### src/rtl/vseq_pkg.sv
package vseq_pkg;
   // Pulses decoded from the line position, before the output OR
   typedef struct packed {
      logic vst;
      logic enb;
      logic pre;
      logic blk;
   } vpulse_t;
endpackage

### src/rtl/vseq_line_tracker.sv
module vseq_line_tracker #(
   parameter int TOTAL_LINES = 624,
   parameter int LINE_W      = 10,
   parameter int CNT_W       = 13
) (
   input  logic              clk,
   input  logic              rst_n,
   input  logic              line_strobe,
   input  logic              mode_full,
   input  logic              scan_down,
   output logic [LINE_W-1:0] line_q,
   output logic [CNT_W-1:0]  cnt_q,
   output logic              frame_start,
   output logic              mode_q,
   output logic              down_q
);
   localparam logic [LINE_W-1:0] LAST = LINE_W'(TOTAL_LINES - 1);

   assign frame_start = line_strobe && (line_q == LAST);

   always_ff @(posedge clk) begin
      if (!rst_n) begin
         line_q <= LAST;
         cnt_q  <= '1;
         mode_q <= 1'b1;
         down_q <= 1'b1;
      end else begin
         if (line_strobe) begin
            cnt_q  <= '0;
            line_q <= frame_start ? '0 : line_q + 1'b1;
         end else if (cnt_q != '1) begin
            cnt_q <= cnt_q + 1'b1;
         end
         if (frame_start) begin
            mode_q <= mode_full;
            down_q <= scan_down;
         end
      end
   end

   // latched size and direction move only at a frame start
   a_r1_latch_hold: assert property (@(posedge clk) disable iff (!rst_n)
      !frame_start |=> ($stable(mode_q) && $stable(down_q)));
   // the line index never leaves the frame
   a_r1_line_range: assert property (@(posedge clk) disable iff (!rst_n)
      line_q <= LAST);
endmodule

### src/rtl/vseq_vclock.sv
module vseq_vclock (
   input  logic clk,
   input  logic rst_n,
   input  logic line_strobe,
   input  logic frame_start,
   input  logic scan_down,
   input  logic enter_active,
   output logic vck
);
   always_ff @(posedge clk) begin
      if (!rst_n)                          vck <= 1'b0;
      else if (frame_start)                vck <= ~scan_down;
      else if (line_strobe && enter_active) vck <= ~vck;
   end

   // the shift clock only moves on a line strobe
   a_r2_vck_hold: assert property (@(posedge clk) disable iff (!rst_n)
      !line_strobe |=> $stable(vck));
endmodule

### src/rtl/vseq_pulse_gen.sv
module vseq_pulse_gen
   import vseq_pkg::*;
#(
   parameter int FULL_LINES  = 604,
   parameter int SHORT_LINES = 500,
   parameter int BLANK_LINES = 20,
   parameter int BLK_LINES   = 4,
   parameter int LINE_W      = 10,
   parameter int CNT_W       = 13,
   parameter int ENB_RISE    = 140,
   parameter int ENB_FALL    = 3800,
   parameter int PCG_GAP     = 40,
   parameter int PCG_WIDTH   = 240,
   parameter int VST_RISE    = 2166,
   parameter int VST_FALL    = 2000
) (
   input  logic              clk,
   input  logic              rst_n,
   input  logic [LINE_W-1:0] line_q,
   input  logic [CNT_W-1:0]  cnt_q,
   input  logic              mode_q,
   input  logic              frame_start,
   output vpulse_t           pulses,
   output logic              enter_active
);
   localparam int MARGIN = (FULL_LINES - SHORT_LINES) / 2;
   localparam logic [LINE_W-1:0] FIRST_F = LINE_W'(BLANK_LINES);
   localparam logic [LINE_W-1:0] FIRST_S = LINE_W'(BLANK_LINES + MARGIN);
   localparam logic [LINE_W-1:0] LAST_F  = LINE_W'(BLANK_LINES + FULL_LINES - 1);
   localparam logic [LINE_W-1:0] LAST_S  = LINE_W'(BLANK_LINES + MARGIN + SHORT_LINES - 1);
   localparam logic [LINE_W-1:0] BLK_END = LINE_W'(BLK_LINES);
   localparam logic [CNT_W-1:0]  C_ER = CNT_W'(ENB_RISE);
   localparam logic [CNT_W-1:0]  C_EF = CNT_W'(ENB_FALL);
   localparam logic [CNT_W-1:0]  C_PS = CNT_W'(ENB_FALL + PCG_GAP);
   localparam logic [CNT_W-1:0]  C_PE = CNT_W'(ENB_FALL + PCG_GAP + PCG_WIDTH);
   localparam logic [CNT_W-1:0]  C_VR = CNT_W'(VST_RISE);
   localparam logic [CNT_W-1:0]  C_VF = CNT_W'(VST_FALL);

   function automatic logic in_window(input logic [LINE_W-1:0] l, input logic m);
      logic [LINE_W-1:0] lo, hi;
      lo = m ? FIRST_F : FIRST_S;
      hi = m ? LAST_F  : LAST_S;
      return (l >= lo) && (l <= hi);
   endfunction

   logic [LINE_W-1:0] first_l, next_l;
   logic              active;

   assign first_l      = mode_q ? FIRST_F : FIRST_S;
   assign next_l       = frame_start ? '0 : line_q + 1'b1;
   assign enter_active = in_window(next_l, mode_q);
   assign active       = in_window(line_q, mode_q);

   always_comb begin
      pulses.vst = ((line_q == first_l - 1'b1) && (cnt_q >= C_VR))
                || ((line_q == first_l) && (cnt_q < C_VF));
      pulses.enb = active && (cnt_q >= C_ER) && (cnt_q < C_EF);
      pulses.pre = active && (cnt_q >= C_PS) && (cnt_q < C_PE);
      pulses.blk = line_q < BLK_END;
   end

   // blanking and the start pulse never overlap
   a_r8_blk_vst_apart: assert property (@(posedge clk) disable iff (!rst_n)
      pulses.blk |-> !pulses.vst);
   // precharge only after enable has dropped
   a_r7_pre_after_enb: assert property (@(posedge clk) disable iff (!rst_n)
      pulses.pre |-> !pulses.enb);
   // enable never during blanking lines
   a_r6_enb_not_blank: assert property (@(posedge clk) disable iff (!rst_n)
      pulses.enb |-> !pulses.blk);
   // the start pulse rises only outside the active enable phase
   a_r5_vst_rise_quiet: assert property (@(posedge clk) disable iff (!rst_n)
      $rose(pulses.vst) |-> !pulses.enb);
endmodule

### src/rtl/vpanel_vseq.sv
module vpanel_vseq
   import vseq_pkg::*;
#(
   parameter int FULL_LINES  = 604,
   parameter int SHORT_LINES = 500,
   parameter int BLANK_LINES = 20,
   parameter int BLK_LINES   = 4,
   parameter int CNT_W       = 13,
   parameter int ENB_RISE    = 140,
   parameter int ENB_FALL    = 3800,
   parameter int PCG_GAP     = 40,
   parameter int PCG_WIDTH   = 240,
   parameter int VST_RISE    = 2166,
   parameter int VST_FALL    = 2000
) (
   input  logic clk,
   input  logic rst_n,
   input  logic line_strobe,
   input  logic mode_full,
   input  logic scan_down,
   output logic vst,
   output logic vck,
   output logic enb,
   output logic pcg_out,
   output logic blk
);
   localparam int TOTAL_LINES = FULL_LINES + BLANK_LINES;
   localparam int LINE_W      = $clog2(TOTAL_LINES);
   localparam int CNT_SAT     = (1 << CNT_W) - 1;

   // Elaboration-time parameter checks
   if (SHORT_LINES > FULL_LINES || ((FULL_LINES - SHORT_LINES) % 2) != 0) begin : g_bad_size
      $error("short window must be smaller by an even number of lines");
   end
   if ((FULL_LINES % 2) != 0 || (SHORT_LINES % 2) != 0) begin : g_bad_parity
      $error("line counts must be even so the shift clock returns to idle");
   end
   if (BLK_LINES < 1 || BLK_LINES + 2 > BLANK_LINES) begin : g_bad_blank
      $error("blanking must end one line before the start pulse");
   end
   if (ENB_RISE >= ENB_FALL || ENB_FALL + PCG_GAP + PCG_WIDTH >= CNT_SAT ||
       VST_RISE >= CNT_SAT || VST_FALL >= CNT_SAT || PCG_WIDTH < 1) begin : g_bad_timing
      $error("sub-line offsets do not fit the in-line counter");
   end

   logic [LINE_W-1:0] line_q;
   logic [CNT_W-1:0]  cnt_q;
   logic              frame_start, mode_q, down_q, enter_active;
   vpulse_t           pulses;

   vseq_line_tracker #(.TOTAL_LINES(TOTAL_LINES), .LINE_W(LINE_W), .CNT_W(CNT_W)) u_track (
      .clk(clk), .rst_n(rst_n), .line_strobe(line_strobe), .mode_full(mode_full),
      .scan_down(scan_down), .line_q(line_q), .cnt_q(cnt_q), .frame_start(frame_start),
      .mode_q(mode_q), .down_q(down_q));

   vseq_pulse_gen #(
      .FULL_LINES(FULL_LINES), .SHORT_LINES(SHORT_LINES), .BLANK_LINES(BLANK_LINES),
      .BLK_LINES(BLK_LINES), .LINE_W(LINE_W), .CNT_W(CNT_W), .ENB_RISE(ENB_RISE),
      .ENB_FALL(ENB_FALL), .PCG_GAP(PCG_GAP), .PCG_WIDTH(PCG_WIDTH),
      .VST_RISE(VST_RISE), .VST_FALL(VST_FALL)) u_pulse (
      .clk(clk), .rst_n(rst_n), .line_q(line_q), .cnt_q(cnt_q), .mode_q(mode_q),
      .frame_start(frame_start), .pulses(pulses), .enter_active(enter_active));

   vseq_vclock u_vck (
      .clk(clk), .rst_n(rst_n), .line_strobe(line_strobe), .frame_start(frame_start),
      .scan_down(scan_down), .enter_active(enter_active), .vck(vck));

   assign vst     = pulses.vst;
   assign enb     = pulses.enb;
   assign blk     = pulses.blk;
   assign pcg_out = pulses.pre | pulses.blk;

   // the latched direction and the shift clock idle level agree between frames
   a_r4_idle_level: assert property (@(posedge clk) disable iff (!rst_n)
      (line_q == '0 && !line_strobe) |-> (vck == !down_q));
endmodule

### config.mk
export PLATFORM = sky130hd
export DESIGN_NAME = vpanel_vseq
export DESIGN_NICKNAME = d
export VERILOG_FILES = /design/src/rtl/vseq_pkg.sv /design/src/rtl/vseq_line_tracker.sv /design/src/rtl/vseq_vclock.sv /design/src/rtl/vseq_pulse_gen.sv /design/src/rtl/vpanel_vseq.sv
export SDC_FILE = /design/constraint.sdc
export NUM_CORES = 1
export LEC_CHECK = 0
export CAP_MARGIN = 40
export CELL_PAD_IN_SITES_DETAIL_PLACEMENT = 1
export CELL_PAD_IN_SITES_GLOBAL_PLACEMENT = 2
export CORE_MARGIN = 1.5
export CORE_UTILIZATION = 32
export CTS_CLUSTER_DIAMETER = 40
export DETAILED_ROUTE_END_ITERATION = 8
export PLACE_DENSITY_LB_ADDON = 0.1
export SETUP_SLACK_MARGIN = 0.1
export SLEW_MARGIN = 20
export SYNTH_ARGS = -nofsm -noshare
export SYNTH_HDL_FRONTEND = slang
export SYNTH_SLANG_ARGS = --single-unit
export TNS_END_PERCENT = 50
### constraint.sdc
create_clock -name clk -period 2.76 [get_ports clk]
set_input_delay 0.552 -clock clk [delete_from_list [all_inputs] [get_ports clk]]
set_output_delay 0.552 -clock clk [all_outputs]
set_load 0.1 [all_outputs]
==> results of run 1 <==
==> cells in the mapped netlist, drive strengths merged, types with 7 or more instances <==
master,n
o21ai,26
dfxtp,25
nand2,18
nor2,15
ha,14
inv,14
nand3,13
clkbuf,12
xnor2,12
nand4,10
a21oi,9
and3,7
==> state kept, by name, summed over array words and instances, names as in the netlist <==
signal	cells
u_track.cnt_q	13
u_track.line_q	10
u_track.mode_q	1
u_vck.vck	1
==> cell families (layout without fill, tap and decap cells) <==
kind of cell             count (synthesis)  count (layout)  synth area share
adder cells (fa/ha/maj)                 14              14            0.0902
buffers and inverters                   31              45            0.0657
AND/OR/NAND/NOR                         88              88             0.253
XOR/XNOR                                16              16            0.0722
AO/OA/AOI/OAI                           69              69             0.240
flip-flops                              25              25             0.258
multiplexers                             4               4            0.0206
==> metrics by stage <==
step / cells / area [um2] / util / total power, mW
after floorplan: 247 / 2010 / - / 0.819
after global placement: 330 / 2280 / 0.387 / 0.954
after detailed placement: 330 / 2280 / 0.387 / 0.955
after CTS: 336 / 2350 / 0.399 / 1.21
after global routing: 336 / 2370 / 0.403 / 1.30
final: 336 / 2370 / 0.403 / 1.20
==> what timing repair did <==
| item | 4_1_cts | 5_1_grt |
|---|---|---|
| pin swaps | 2 | 1 |
| setup buffers | 2 | 0 |
| hold buffers | 0 | 0 |
| resized for setup | 3 | 7 |
| setup endpoints to repair | 3 | 3 |
==> path summary, 6_finish.rpt <==
path / end / slack [ns] / cells after the start
hold reg to reg: u_track.line_q[8] / 0.55 / 2
setup / recovery: enb / -0.11 / 10
hold / removal: u_track.line_q[8] / 0.55 / 2
setup reg to reg: u_vck.vck / 0.31 / 12
==> cell type report <==
class / instances / area [um2]
Clock inverter: 1 / 6.26
Inverter: 14 / 55.1
Tap cell: 75 / 93.8
Clock buffer: 3 / 41.3
Sequential cell: 25 / 513
Timing Repair Buffer: 27 / 263
Multi-Input combinational cell: 191 / 1400
Fill cell: 725 / 3520
==> critical path, cell delays in order, from the launching register on <==
cell      delay, ns
dfxtp_4        0.41
inv_4          0.06
ha_4           0.28
nor2b_4        0.04
a21oi_2        0.12
nor2_1         0.05
o22ai_1        0.16
nand3_1        0.10
a211o_1        0.33
a311oi_4       0.27
buf_12         0.22
==> power groups by stage <==
stage / Combinational [mW] / Clock, mW / Sequential, mW
after floorplan: 0.352 / 0 / 0.467
after global placement: 0.497 / 0 / 0.457
after detailed placement: 0.499 / 0 / 0.457
after CTS: 0.512 / 0.252 / 0.447
after global routing: 0.574 / 0.268 / 0.457
final: 0.515 / 0.238 / 0.450
==> layer usage <==
metal | global-route usage | routed length (um) | vias to the layer above
li1 | - | - | 936
met1 | 0.286 | 3090 | 894
met2 | 0.268 | 2270 | 11
met3 | 0.0202 | 63 | 4
met4 | 0.0466 | 59 | 0
met5 | 0 | 0 | -
==> results.md, run 1 <==
- Outcome: finished with violations
- Violated checks: negative setup slack
- Comb pwr share: 0.428
- Leading post-synthesis cells by cell area: dfxtp_1 (26%), ha_1 (9.0%), xnor2_1 (5.4%)
- # port buffers: 9
- Critical Path Start: u_track.mode_q
- Synthesized instance count: 247
- Wire per inst: 16.3 um
- P&R area growth vs syn: 22.0%
- Final worst slack: -0.113 ns
- Post-synth EDFFs: 0
- Via count: 1845
- I/O Pins: 10
- Worst-Skew Late Latency: 0.28 ns
- CTS sink count: 25
- Setup_tns: -0.140 ns
- Synthesis Warnings: 0
- Worst Setup End Kind: output port
- Post-synthesis sequential area ratio: 0.258
- Rows: 28
- PD cells: 508 nW/um2
- Nets: 281
- Pin count of the biggest net entering global routing: 31
- Initial antenna violation count: 0
- # DRC: 0
- First-pass GRT wire length: 9360 um
- Total GRT Usage: 0.185
- Antenna diode count: 0
- Sequential share of power: 0.374
- CP required: 2.21 ns
- RSZ-0062 raised after global routing: yes
- CTS Buffer Depth: 2
- P_int: 715 uW
- Syn_nets: 266
- Core area: 5890 um2
- Post-synth top flop: dfxtp_1
- Total gr overflow: 0
- CTS tree: built
- Minimum clock period after layout: 2.87 ns
- Die X: 80.9 um
- Switching Share: 0.406
- Vias per cell: 5.49
- Worst Tran Pin Value: 0.568 ns
- Detailed Route WL: 5490 um
- Yosys cell types: 52
- Most frequent cells in the layout: o21ai_0 (19), buf_4 (19), dfxtp_1 (19)
- Net switching power: 488 uW
- Hold path startpoint: u_track.line_q[8]
- LEAKAGE: 0.954 nW
- Final period utilization: 1.04
- Vias in the first global route: 1812
- Clock root buffer: clkbuf_8
- Final Max Tran Viols: 0
- Clock Power Share: 0.198
- Drt first pass iters: 4
- Area leader, netlist: dfxtp_1
- Endpoints failing setup: 2
- Critical Path AT: 2.32 ns
- 1st-iter DRT viols: 36
- Peak supply drop: 0.000304 V
- Final Skew: 0.00414 ns
- Crit-path max FO: 6
- Synthesized area: 1940 um2
- Share of cells above drive strength 1: 0.195
- Asr flop ratio synth: 0
- Die Y: 80.9 um
- Reg clk slew, reported paths: 0.10 ns
- Worst slack, placed: -0.0302 ns
- Worst Setup Path Type: reg2out
- Max-Cap Viols: 0
- CTS buffer count: 3
- Final Hold Vio Count: 0
- Placer congestion estimate: 0.824
- Worst hold path class: reg2reg
- HPWL after DPL: 4130 um
- CP startpoint kind: flip-flop
- Max-slew headroom: 0.618
- Initial Util: 0.330
- Worst hold slack: 0.549 ns
- Synth top area share: 0.258
- Mean post-synth cell area: 7.86 um2
- Synth Register Bits: 25
- Max Clk Rate: 348 MHz
- Die Area: 6540 um2
- H-tree levels: 1
- Post-route ant nets: 0
- Worst r2r src: u_track.line_q[1]
(Power assumes the default switching activity.)
==> run 2: changes to the inputs <==
--- a/config.mk
+++ b/config.mk
@@ -9,13 +9,14 @@
 export CELL_PAD_IN_SITES_DETAIL_PLACEMENT = 1
 export CELL_PAD_IN_SITES_GLOBAL_PLACEMENT = 2
 export CORE_MARGIN = 1.5
-export CORE_UTILIZATION = 32
-export CTS_CLUSTER_DIAMETER = 40
+export CORE_UTILIZATION = 33
+export CTS_CLUSTER_DIAMETER = 30
 export DETAILED_ROUTE_END_ITERATION = 8
 export PLACE_DENSITY_LB_ADDON = 0.1
 export SETUP_SLACK_MARGIN = 0.1
 export SLEW_MARGIN = 20
 export SYNTH_ARGS = -nofsm -noshare
 export SYNTH_HDL_FRONTEND = slang
+export SYNTH_HIERARCHICAL = 1
 export SYNTH_SLANG_ARGS = --single-unit
 export TNS_END_PERCENT = 50
==> results.md, run 2 <==
- Post-route ant nets: 0 (unchanged)
- Final worst slack: -0.0544 ns (+0.0590 ns)
- Reg clk slew, reported paths: 0.11 ns (about the same)
- Rows: 28 (unchanged)
- Final Max Tran Viols: 0 (unchanged)
- Worst-Skew Late Latency: 0.28 ns (about the same)
- CTS Buffer Depth: 2 (unchanged)
- Synthesis Warnings: 6 (+6)
- PD cells: 534 nW/um2 (+5.2%)
- Drt first pass iters: 6 (+2)
- Worst Setup End Kind: flip-flop
- CP required: 2.95 ns (+0.74 ns)
- Peak supply drop: 0.000219 V (-28%)
- Vias per cell: 5.68 (+3.4%)
- Critical Path AT: 3.00 ns (+0.68 ns)
- Most frequent cells in the layout: buf_4 (33), nor2_1 (25), nand2_1 (19)
- Total GRT Usage: 0.204 (+0.0186)
- Hold Crit Depth: 2 (unchanged)
- LEAKAGE: 1.05 nW (+9.6%)
- Sequential share of power: 0.314 (-0.060)
- Cells after DPL: 369 (+12%)
- CTS sink count: 25 (unchanged)
- # DRC: 0 (unchanged)
- Final period utilization: 1.02 (-0.0214)
- Final Hold Vio Count: 0 (unchanged)
- Pin count of the biggest net entering global routing: 27 (-13%)
- P&R area growth vs syn: 29.9%
- Syn_nets: 289 (+8.6%)
- Total gr overflow: 0 (unchanged)
- RSZ-0062 raised after global routing: yes
- Regs by FF count: u_track/cnt_q: 13 flops, u_track/line_q: 10 flops
- I/O Pins: 10 (unchanged)
- Mean post-synth cell area: 7.79 um2 (-0.91%)
- Tot Pwr: 1.46 mW (+21%)
- Initial antenna violation count: 0 (unchanged)
- R2r setup slk: -0.05 ns (-0.36 ns)
- Number of flip-flops in the largest register: 13 (unchanged)
- Nets: 327 (+16%)
- Share of cells above drive strength 1: 0.264 (+0.0684)
- Switching Share: 0.426 (+0.0203)
- Worst Tran Pin Value: 0.746 ns (+0.178 ns)
- Max-Cap Viols: 0 (unchanged)
- RR Endpoint: u_vck/vck
- Hold path startpoint: u_track/cnt_q[1]
- Final Skew: 0.00277 ns (-0.00137 ns)
- Layout Cells excl Fill: 382 (+14%)
- Most flop-heavy register: u_track/cnt_q
- Max-slew headroom: 0.501 (-0.117)
- Endpoints failing setup: 2 (unchanged)
- Leading cell type in the layout, fill and taps excluded: buf_4
- Worst hold slack: 0.594 ns (+0.0452 ns)
- Reg2reg path depth: 11 (-1)
- Die X: 82.8 um (+2.4%)
- Wire per inst: 17.6 um (+7.5%)
- Worst hold path class: reg2reg
- Initial Util: 0.349 (+0.0191)
- Net switching power: 622 uW (+27%)
- Core area: 6030 um2 (+2.4%)
- Via count: 2169 (+18%)
- HPWL after DPL: 4950 um (+20%)
- Comb pwr share: 0.514 (+0.086)
- # port buffers: 9 (unchanged)
- Min-Delay Endpoint: u_track/cnt_q[1]
- Violated checks: negative setup slack
- Antenna diode count: 0 (unchanged)
- Fillers: 739 (+1.9%)
- Synthesized instance count: 270 (+9.3%)
- First-pass GRT wire length: 11500 um (+23%)
- Die Area: 6860 um2 (+4.8%)
- Clock root buffer: clkbuf_8
- Outcome: finished with violations
- Worst Setup Path Type: reg2reg
- Max Clk Rate: 355 MHz (+2.1%)
- H-tree levels: 1 (unchanged)
- Synthesized area: 2100 um2 (+8.3%)
- CTS buffer count: 3 (unchanged)
- P_int: 837 uW (+17%)
- Die Y: 82.8 um (+2.4%)
- Placer congestion estimate: 0.794 (-3.5%)
- Clock Power Share: 0.171 (-0.027)
- Minimum clock period after layout: 2.81 ns (-0.0590 ns)
- Crit-path max FO: 4 (-2)
- CTS tree: built
- 1st-iter DRT viols: 85 (+140%)
- Setup_tns: -0.0785 ns (+0.0610 ns)
- Detailed Route WL: 6710 um (+22%)
- Worst r2r src: u_track/line_q[8]
- CP startpoint kind: flip-flop
- Vias in the first global route: 2217 (+22%)
## run 2: changes by cell type in the layout (fill, tap and decap cells not counted), sizes merged, moves of 3 or more
cell,delta
buf,+15
nor2,+10
o21ai,-6
nand3,+5
xnor2,-5
and3,-4
nor3,+4
nor4,+4
or3,+4
a21boi,+3
nand2b,+3
## run 2: worst max path at each step
| stage | start | end |
|---|---|---|
| after floorplan | u_track/mode_q | enb |
| after global placement | line_strobe | u_vck/vck |
| after detailed placement | line_strobe | u_vck/vck |
| after CTS | u_track/mode_q | pcg_out |
| after global routing | u_track/line_q[8] | u_vck/vck |
| final | u_track/line_q[8] | u_vck/vck |
## run 2: final cells by class
type | instances | area, um2 | area share
multi-input cells | 223 | 1640 | 0.599
flip-flops and latches | 25 | 518 | 0.190
repair buffers | 42 | 382 | 0.140
well taps | 75 | 93.8 | 0.0343
inverters | 13 | 52.6 | 0.0192
clock buffers | 3 | 41.3 | 0.0151
clock inverters | 1 | 8.76 | 0.00321
## run 2: worst max-delay path, stage by stage, from the launching register on
cell	delay, ns
dfxtp_2	0.33
or4b_4	0.58
nor3_4	0.20
nor2_1	0.08
ha_1	0.33
a21oi_2	0.17
nand4_1	0.10
o211ai_1	0.21
a31oi_2	0.11
a31o_1	0.21
a211o_1	0.25
and4_1	0.16
## run 2: power by group through the flow
| stage | Combinational, mW | Sequential [mW] | Clock [mW] |
|---|---|---|---|
| floorplan | 0.433 | 0.499 | 0 |
| global placement | 0.665 | 0.467 | 0 |
| detailed placement | 0.674 | 0.467 | 0 |
| CTS | 0.725 | 0.458 | 0.260 |
| global route | 0.817 | 0.467 | 0.279 |
| finish | 0.750 | 0.459 | 0.250 |
## run 2: repair_timing
action / 4_1_cts / 5_1_grt
endpoints found under the setup margin: 3 / 3
buffers inserted: 6 / 3
resized for setup: 14 / 7
pin swaps: 17 / 17
endpoints found under the hold margin: 0 / 0
hold buffers: 0 / 0
cloned: 0 / 0
## run 2: per-layer routing
metal | share of wire | GRT usage | vias up | wire, um
met3 | 0.020 | 0.0268 | 6 | 131
li1 | - | - | 1087 | -
met4 | 0.0080 | 0.0348 | 0 | 54
met1 | 0.55 | 0.308 | 1058 | 3670
met5 | 0 | 0 | - | 0
met2 | 0.42 | 0.310 | 18 | 2850
## run 2: metrics by stage
stage / setup WS (ns) / cell area [um2] / utilization
6_report: -0.0544 / 2730 / 0.453
5_1_grt: -0.159 / 2730 / 0.453
4_1_cts: -0.0773 / 2670 / 0.444
3_5_place_dp: -0.448 / 2520 / 0.418
3_3_place_gp: -0.358 / 2520 / 0.418
2_1_floorplan: -0.255 / 2190 / -
==> run 3: changes to the inputs <==
--- a/config.mk
+++ b/config.mk
@@ -9,7 +9,7 @@
 export CELL_PAD_IN_SITES_DETAIL_PLACEMENT = 1
 export CELL_PAD_IN_SITES_GLOBAL_PLACEMENT = 2
 export CORE_MARGIN = 1.5
-export CORE_UTILIZATION = 33
+export CORE_UTILIZATION = 35
 export CTS_CLUSTER_DIAMETER = 30
 export DETAILED_ROUTE_END_ITERATION = 8
 export PLACE_DENSITY_LB_ADDON = 0.1
==> constraint.sdc (replaced) <==
create_clock -name clk -period 2.95 [get_ports clk]
set_input_delay 0.59 -clock clk [delete_from_list [all_inputs] [get_ports clk]]
set_output_delay 0.59 -clock clk [all_outputs]
set_load 0.1 [all_outputs]
==> results.md, run 3 (same netlist as run 2, synthesis figures left out) <==
- Worst r2r src: u_track/line_q[4]
- Fillers: 699 (-5.4%)
- Drt first pass iters: 4 (-2)
- Layout Cells excl Fill: 371 (-2.9%)
- P&R area growth vs syn: 24.0%
- Final Max Tran Viols: 0 (unchanged)
- Peak supply drop: 0.000214 V (-2.3%)
- Critical Path AT: 3.08 ns (+0.08 ns)
- First-pass GRT wire length: 10900 um (-5.4%)
- Footprint of the multi-input gates: 1600 um2 (-2.0%)
- Die Y: 80.5 um (-2.8%)
- Die X: 80.5 um (-2.8%)
- Cells after DPL: 361 (-2.2%)
- Worst-Skew Late Latency: 0.27 ns (about the same)
- Sequential cell area: 509 um2 (-1.7%)
- Most used routing layer: met2
- Worst Setup End Kind: flip-flop
- Met1 usage: 0.327 (+0.0189)
- Rows: 28 (unchanged)
- I/O Pins: 10 (unchanged)
- Post-route ant nets: 0 (unchanged)
- Met3 usage: 0.0205 (-0.00638)
- # DRC: 0 (unchanged)
- Final period utilization: 0.985 (-0.0348)
- Detailed Route WL: 6470 um (-3.6%)
- Clock root buffer: clkbuf_8
- Core area: 5850 um2 (-2.9%)
- Number of flip-flops in the largest register: 13 (unchanged)
- CP startpoint kind: flip-flop
- # port buffers: 9 (unchanged)
- Total GRT Usage: 0.215 (+0.0115)
- Vias per cell: 5.72 (+0.78%)
- Worst hold slack: 0.604 ns (+0.00992 ns)
- PD cells: 506 nW/um2 (-5.3%)
- Max-slew headroom: 0.476 (-0.0254)
- Share of cells above drive strength 1: 0.213 (-0.0510)
- Critical Path Start: u_track/line_q[4]
- Vias in the first global route: 2133 (-3.8%)
- CP required: 3.12 ns (+0.17 ns)
- Die Area: 6480 um2 (-5.5%)
- Via count: 2123 (-2.1%)
- Final Hold Vio Count: 0 (unchanged)
- Fin util: 0.446 (-0.00759)
- Hold path startpoint: u_track/cnt_q[1]
- Regs by FF count: u_track/cnt_q: 13 flops, u_track/line_q: 10 flops
- CTS Buffer Depth: 2 (unchanged)
- Cell area after layout: 2610 um2 (-4.5%)
- Tot Pwr: 1.32 mW (-9.6%)
- Reg clk slew, reported paths: 0.10 ns (about the same)
- Worst Tran Pin Value: 0.784 ns (+0.0379 ns)
- Max-Cap Viols: 0 (unchanged)
- # hold bufs at CTS: 0 (unchanged)
- Total gr overflow: 0 (unchanged)
- Most flop-heavy register: u_track/cnt_q
- Initial Util: 0.359 (+0.0105)
- Nets: 316 (-3.4%)
- Crit-path max FO: 4 (unchanged)
- Most frequent cells in the layout: nor2_1 (25), buf_4 (22), dfxtp_1 (22)
- HPWL after DPL: 4720 um (-4.7%)
- Initial antenna violation count: 0 (unchanged)
- Final Skew: 0.00573 ns (+0.00296 ns)
- 1st-iter DRT viols: 79 (-7.1%)
- Pin count of the biggest net entering global routing: 27 (unchanged)
- Worst Setup Path Type: reg2reg
- Antenna diode count: 0 (unchanged)
- GR Util met2: 0.329 (+0.0190)
- Worst hold path class: reg2reg
- Endpoints failing setup: 0 (-2)
- CTS buffer count: 3 (unchanged)
- Placed standard-cell area: 2460 um2 (-2.2%)
- LEAKAGE: 0.989 nW (-5.4%)
- RSZ-0062 raised after global routing: yes
- CTS sink count: 25 (unchanged)
- Max Clk Rate: 344 MHz (-3.1%)
- Minimum clock period after layout: 2.91 ns (+0.0911 ns)
- CTS tree: built
- Outcome: completed
- Leading cell type in the layout, fill and taps excluded: nor2_1
- Placer congestion estimate: 0.830 (+4.5%)
- Wire per inst: 17.4 um (-0.72%)
- H-tree levels: 1 (unchanged)
==> run 3: cell count changes in the layout (fill, tap and decap cells not counted), moves of 2 or more <==
cell	change
ha_1	+2
dfxtp_2	-4
ha_4	-2
buf_4	-11
dfxtp_1	+5
==> run 3: worst paths after layout <==
| check | to | slack (ns) | depth (start not counted) |
|---|---|---|---|
| worst max register to register | u_vck/vck | 0.04 | 11 |
| worst min register to register | u_track/cnt_q[1] | 0.60 | 2 |
| worst max-delay path | u_vck/vck | 0.04 | 11 |
| worst min-delay path | u_track/cnt_q[1] | 0.60 | 2 |
==> run 3: per-stage QoR <==
step | setup slack (ns) | TNS (ns)
6_report | 0.0445 | 0
5_1_grt | -0.0936 | -0.152
4_1_cts | 0.0745 | 0
3_5_place_dp | -0.323 | -0.323
3_3_place_gp | -0.220 | -0.220
2_1_floorplan | -0.103 | -0.206
==> run 3: layout make-up <==
class,instances,share of cell area
clock buffers,3,0.0158
clock inverters,1,0.00336
inverters,13,0.0201
multi-input cells,223,0.615
flip-flops and latches,25,0.195
well taps,75,0.0360
repair buffers,31,0.115
==> run 3: power breakdown <==
group | internal, mW | total (mW) | leakage (nW) | switching (mW)
combinational | 0.281 | 0.668 | 0.754 | 0.386
sequential | 0.374 | 0.427 | 0.209 | 0.0538
clock | 0.0991 | 0.224 | 0.0261 | 0.125
==> run 3: what timing repair did <==
item / in CTS / in global routing
setup endpoints to repair: 3 / 3
pin swaps: 10 / 7
gates resized for setup: 9 / 3
buffers inserted: 6 / 0
==> run 3: metal layers <==
metal	wire length (um)	share of wire
met1	3610	0.56
met2	2780	0.43
met3	56	0.0087
met4	25	0.0039
met5	0	0
==> run 3: worst max-delay path, stage by stage (launching register included) <==
cell and delay (ns):
dfxtp_2 0.33, or4b_4 0.59, nor3_4 0.21, nor2_1 0.08, ha_1 0.31, a21oi_2 0.17, nand4_1 0.12, o211ai_1 0.23
a31oi_2 0.12, a31o_1 0.22, a211o_1 0.25, and4_1 0.17
